$ cat config.mk
export PLATFORM = sky130hd
export DESIGN_NAME = be_lsu16
export DESIGN_NICKNAME = d
export VERILOG_FILES = /design/src/rtl/be_lsu_pkg.sv /design/src/rtl/be_lsu_align.sv /design/src/rtl/be_lsu_store.sv /design/src/rtl/be_lsu_load.sv /design/src/rtl/be_lsu16.sv
export SDC_FILE = /design/constraint.sdc
export NUM_CORES = 1
export LEC_CHECK = 0
export ABC_AREA = 1
export BUFFER_PORTS_ARGS = -buffer_cell sky130_fd_sc_hd__buf_2
export CORE_MARGIN = 2
export CORE_UTILIZATION = 28
export CTS_CLUSTER_DIAMETER = 200
export DETAILED_ROUTE_END_ITERATION = 10
export GPL_ROUTABILITY_DRIVEN = 1
export HOLD_SLACK_MARGIN = 0.15
export PLACE_DENSITY = 0.79
export SLEW_MARGIN = 20
export SYNTH_ARGS = -nofsm -noshare
export SYNTH_HDL_FRONTEND = slang
export SYNTH_SLANG_ARGS = --single-unit
$ cat constraint.sdc
create_clock -name clk -period 1.1 [get_ports clk]
set_clock_uncertainty 0.2 [all_clocks]
set_input_delay 0.055 -clock clk [delete_from_list [all_inputs] [get_ports clk]]
set_output_delay 0.055 -clock clk [all_outputs]
set_load 0.01 [all_outputs]
$ cat src/rtl/be_lsu_pkg.sv
package be_lsu_pkg;

  typedef enum logic {
    SZ_WORD = 1'b0,
    SZ_BYTE = 1'b1
  } acc_size_e;

  typedef struct packed {
    logic      load;
    logic      err;
    acc_size_e size;
  } pend_ctl_t;

endpackage

$ cat src/rtl/be_lsu_align.sv
module be_lsu_align #(
  parameter int ADDR_W = 16,
  parameter int OFF_W  = 1
) (
  input  logic                    valid_i,
  input  be_lsu_pkg::acc_size_e   size_i,
  input  logic [ADDR_W-1:0]       addr_i,
  output logic                    go_o,
  output logic                    misalign_o,
  output logic [ADDR_W-OFF_W-1:0] word_addr_o,
  output logic [OFF_W-1:0]        offset_o
);
  import be_lsu_pkg::*;

  logic off_nonzero;

  // Word accesses must start on a word boundary; byte accesses may not fault.
  assign off_nonzero = |addr_i[OFF_W-1:0];
  assign misalign_o  = valid_i && (size_i == SZ_WORD) && off_nonzero;
  assign go_o        = valid_i && !misalign_o;
  assign word_addr_o = addr_i[ADDR_W-1:OFF_W];
  assign offset_o    = addr_i[OFF_W-1:0];

endmodule

$ cat src/rtl/be_lsu_store.sv
module be_lsu_store #(
  parameter int DATA_W = 16,
  parameter int BYTE_W = 8,
  parameter int LANES  = DATA_W / BYTE_W,
  parameter int OFF_W  = $clog2(LANES)
) (
  input  logic                  go_i,
  input  logic                  write_i,
  input  be_lsu_pkg::acc_size_e size_i,
  input  logic [OFF_W-1:0]      offset_i,
  input  logic [DATA_W-1:0]     wdata_i,
  output logic [LANES-1:0]      wr_en_o,
  output logic [DATA_W-1:0]     wdata_o
);
  import be_lsu_pkg::*;

  logic is_byte;
  assign is_byte = (size_i == SZ_BYTE);

  // Big-endian: byte offset k occupies the k-th slice counted from the MSB,
  // and its enable is bit LANES-1-k.
  for (genvar k = 0; k < LANES; k++) begin : g_lane
    localparam int HI = DATA_W - 1 - k * BYTE_W;
    logic hit;
    assign hit = !is_byte || (offset_i == OFF_W'(k));
    assign wr_en_o[LANES-1-k] = go_i && write_i && hit;
    assign wdata_o[HI -: BYTE_W] = is_byte ? wdata_i[BYTE_W-1:0]
                                           : wdata_i[HI -: BYTE_W];
  end

endmodule

$ cat src/rtl/be_lsu_load.sv
module be_lsu_load #(
  parameter int DATA_W = 16,
  parameter int BYTE_W = 8,
  parameter int LANES  = DATA_W / BYTE_W,
  parameter int OFF_W  = $clog2(LANES)
) (
  input  logic                  valid_i,
  input  be_lsu_pkg::acc_size_e size_i,
  input  logic [OFF_W-1:0]      offset_i,
  input  logic [DATA_W-1:0]     rdata_i,
  output logic [DATA_W-1:0]     data_o
);
  import be_lsu_pkg::*;

  logic [BYTE_W-1:0] lane_sel;

  always_comb begin
    lane_sel = '0;
    for (int k = 0; k < LANES; k++) begin
      if (offset_i == OFF_W'(k)) begin
        lane_sel = rdata_i[DATA_W-1-k*BYTE_W -: BYTE_W];
      end
    end
  end

  always_comb begin
    if (!valid_i) begin
      data_o = '0;
    end else if (size_i == SZ_BYTE) begin
      data_o = {{(DATA_W-BYTE_W){1'b0}}, lane_sel};
    end else begin
      data_o = rdata_i;
    end
  end

endmodule

$ cat src/rtl/be_lsu16.sv
module be_lsu16 #(
  parameter int ADDR_W = 16,
  parameter int DATA_W = 16,
  parameter int BYTE_W = 8,
  localparam int LANES = DATA_W / BYTE_W,
  localparam int OFF_W = $clog2(LANES),
  localparam int WADDR_W = ADDR_W - OFF_W
) (
  input  logic               clk,
  input  logic               rst_n,
  input  logic               req_valid,
  input  logic               req_write,
  input  logic               req_byte,
  input  logic [ADDR_W-1:0]  req_addr,
  input  logic [DATA_W-1:0]  req_wdata,
  output logic               mem_en,
  output logic [WADDR_W-1:0] mem_word_addr,
  output logic [LANES-1:0]   mem_wr_en,
  output logic [DATA_W-1:0]  mem_wdata,
  input  logic [DATA_W-1:0]  mem_rdata,
  output logic               load_valid,
  output logic [DATA_W-1:0]  load_data,
  output logic               misalign_err
);
  import be_lsu_pkg::*;

  acc_size_e        size;
  logic             go;
  logic             misalign;
  logic [OFF_W-1:0] offset;

  assign size = req_byte ? SZ_BYTE : SZ_WORD;

  be_lsu_align #(.ADDR_W(ADDR_W), .OFF_W(OFF_W)) u_align (
    .valid_i     (req_valid),
    .size_i      (size),
    .addr_i      (req_addr),
    .go_o        (go),
    .misalign_o  (misalign),
    .word_addr_o (mem_word_addr),
    .offset_o    (offset)
  );

  be_lsu_store #(.DATA_W(DATA_W), .BYTE_W(BYTE_W)) u_store (
    .go_i     (go),
    .write_i  (req_write),
    .size_i   (size),
    .offset_i (offset),
    .wdata_i  (req_wdata),
    .wr_en_o  (mem_wr_en),
    .wdata_o  (mem_wdata)
  );

  assign mem_en = go;

  // Response slot: control captured at the request edge, data taken from
  // the synchronous-read memory in the following cycle.
  pend_ctl_t        pend_q;
  logic [OFF_W-1:0] pend_off_q;

  always_ff @(posedge clk or negedge rst_n) begin
    if (!rst_n) begin
      pend_q     <= '{load: 1'b0, err: 1'b0, size: SZ_WORD};
      pend_off_q <= '0;
    end else begin
      pend_q.load <= go && !req_write;
      pend_q.err  <= misalign;
      pend_q.size <= size;
      pend_off_q  <= offset;
    end
  end

  be_lsu_load #(.DATA_W(DATA_W), .BYTE_W(BYTE_W)) u_load (
    .valid_i  (pend_q.load),
    .size_i   (pend_q.size),
    .offset_i (pend_off_q),
    .rdata_i  (mem_rdata),
    .data_o   (load_data)
  );

  assign load_valid   = pend_q.load;
  assign misalign_err = pend_q.err;

endmodule

==> impl_metrics.json <==
{
  "synth_top_cell_area_share_pct": 27.0,
  "power_density_mw_per_mm2": 596,
  "cts_tree": "yes",
  "yosys_warnings": 0,
  "row_count": 17,
  "globalRoute.totalOverflow": 0,
  "violations": "negative hold slack, negative setup slack",
  "start_kind": "flip-flop",
  "ir_worst_vdd_mv": 0.338,
  "cts_sinks": 4,
  "hp-class": "input port to flip-flop",
  "setup_viol": 22,
  "wire_per_inst_um": 9.74,
  "place_ws_ns": -0.0738,
  "avgSynthCellArea_um2": 5.48,
  "first_pass_iters": 4,
  "crit_fanout": 8,
  "antenna_found_initial": 0,
  "syn_inst": 117,
  "status": "complete, but fails checks",
  "fin_crit_ns": 1.39,
  "htree_levels": 1,
  "crit_top_cell": "nor2_2",
  "drt_wl_total_mm": 2.25,
  "cap_violations": 0,
  "yosys.area.top_type": "buf_4",
  "worst_slack_ns": -0.293,
  "wl_met1_um": 774,
  "endpoint_kind": "output pin",
  "path_delay_family": "flip-flops",
  "crit_arrival_ns": 1.14,
  "drive_above_1_share_pct": 56.7,
  "finalHoldViolCount": 3,
  "seq_power_share_pct": 20.8,
  "cts.reportedPaths.clkPinSlew_ns": 0.03,
  "drt-initial-drc-count": 14,
  "critPathKind": "flip-flop to output pin",
  "die_height_um": 51.8,
  "wl_met2_mm": 1.17,
  "first_global_vias": 853,
  "io-pin-count": 105,
  "finalCritPeriodShare_pct": 127,
  "area_delta_synth_final_pct": 104,
  "grt_max_degree": 9,
  "port_buffers": 74,
  "initial_core_util_pct": 29.2,
  "antenna_cells": 0,
  "drtAntennaViolNets": 0,
  "die_x_um": 51.8,
  "slowest_delay_ns": 0.35,
  "intPower_uw": 505,
  "synth_area_um2": 641,
  "routed-via-count": 1000,
  "p_sw_uw": 274,
  "path_cells": "inv_2 > nor2_4 > buf_12 > nor2_2 > nor2_2 > buf_2",
  "dpl.hpwl_mm": 1.52,
  "grt_pass1_wl_mm": 3.25,
  "switching_share_pct": 35.2,
  "clkPwrFrac_pct": 22.4,
  "vias_per_cell": 4.33,
  "rsz0062_at_grt": "true",
  "whs_ns": -0.218,
  "highest_layer": "met3",
  "grtUsageTotal_pct": 15.6,
  "slew_violations": 0,
  "cts_buffers": 3,
  "clock.fmax_mhz": 718,
  "fin_nets": 258,
  "route.met3.wl_um": 306,
  "core_mm2": 0.00219,
  "routabilityCongestion": 0.681,
  "ys_types": 12,
  "clk_path_buf_depth": 2,
  "critPathSlowestCell": "dfrtp_1",
  "ys_seq_area_share_pct": 15.6,
  "p_leak_uw": 0.000788,
  "pwr-share-comb_pct": 56.8,
  "synth_nets": 170,
  "drc_errors": 0,
  "tightest_slew_ns": 0.209,
  "yosys-top-cells-area": "buf_4 27%, nand2_1 21%, nor2_1 16%",
  "root_buffer": "clkbuf_4",
  "relSlewSlack_pct": 85.9,
  "synth_seq_cells": 4,
  "worst-path-buf-inv": 3,
  "die_area_mm2": 0.00269,
  "crit_required_ns": 0.84
}
-- final cells by class --
cell class	instances	area (um2)
Clock buffer	3	22.5
Fill cell	214	883
Inverter	13	48.8
Multi-Input combinational cell	74	374
Sequential cell	4	101
Tap cell	28	35.0
Timing Repair Buffer	109	726
-- power by group through the flow --
stage,combinational (uW),clock [uW],sequential [uW]
final,443,175,162
after detailed placement,305,0,166
after floorplan,231,0,163
after CTS,435,188,164
after global routing,483,204,163
after global placement,303,0,166
-- routing by layer --
layer  up-vias  global-route usage (%)
met4         0                    5.26
met3         0                    4.02
li1        497                       -
met5         -                       0
met2        76                    30.6
met1       427                    15.6
-- state kept, by name, summed over array words and instances (netlist names) --
name,cells
pend_q,1
pend_off_q,1
misalign_err,1
load_valid,1
-- path summary, 6_finish.rpt --
path,from,end,slack (ns),cells after the start
setup / recovery,pend_q[0]$_DFF_PN0_,load_data[3],-0.29,6
min in group asynchronous,rst_n,misalign_err$_DFF_PN0_,0.49,3
hold / removal,req_addr[0],pend_off_q$_DFF_PN0_,-0.22,1
max in group asynchronous,rst_n,load_valid$_DFF_PN0_,0.09,3
-- cells in the mapped netlist --
library cell,instances
nand2_1,35
buf_2,2
buf_4,23
buf_6,1
inv_2,1
nor2_4,1
dfrtp_1,4
o21ai_0,2
nor2_1,28
inv_1,11
clkinv_1,1
nand3_1,8
-- cells by family after synthesis --
logic type	count (synthesis)	synth area share [%]
AND/OR/NAND/NOR	72	44.9
buffers and inverters	39	37.9
AO/OA/AOI/OAI	2	1.56
flip-flops	4	15.6
-- cell usage in the layout (no fill, tap or decap), drive strengths merged --
master	netlist	layout
nand2	35	35
dlymetal6s4s	0	2
nor2	29	29
o21ai	2	2
buf	26	83
dfrtp	4	4
clkinv	1	1
clkbuf	0	3
inv	12	12
nand3	8	8
dlygate4sd3	0	24
-- stage by stage --
step	std cells	utilization (%)	setup TNS (ns)	cell area, um2	total power (uW)
5_1_grt	231	59.7	-5.65	1310	850
3_3_place_gp	197	42.4	-0.745	930	469
4_1_cts	231	59.6	-4.63	1310	787
3_5_place_dp	197	42.4	-0.978	930	471
2_1_floorplan	117	-	0	688	394
6_report	231	59.7	-4.36	1310	779
-- repair_timing --
action | 4_1_cts | 5_1_grt
pin swaps | 3 | 1
endpoints found under the hold margin | 31 | 9
hold buffers | 27 | 5
cloned | 0 | 0
setup endpoints to repair | 17 | 25
resized for setup | 15 | 2
setup buffers | 4 | 1
No activity file was read; power rests on OpenSTA's default activity.
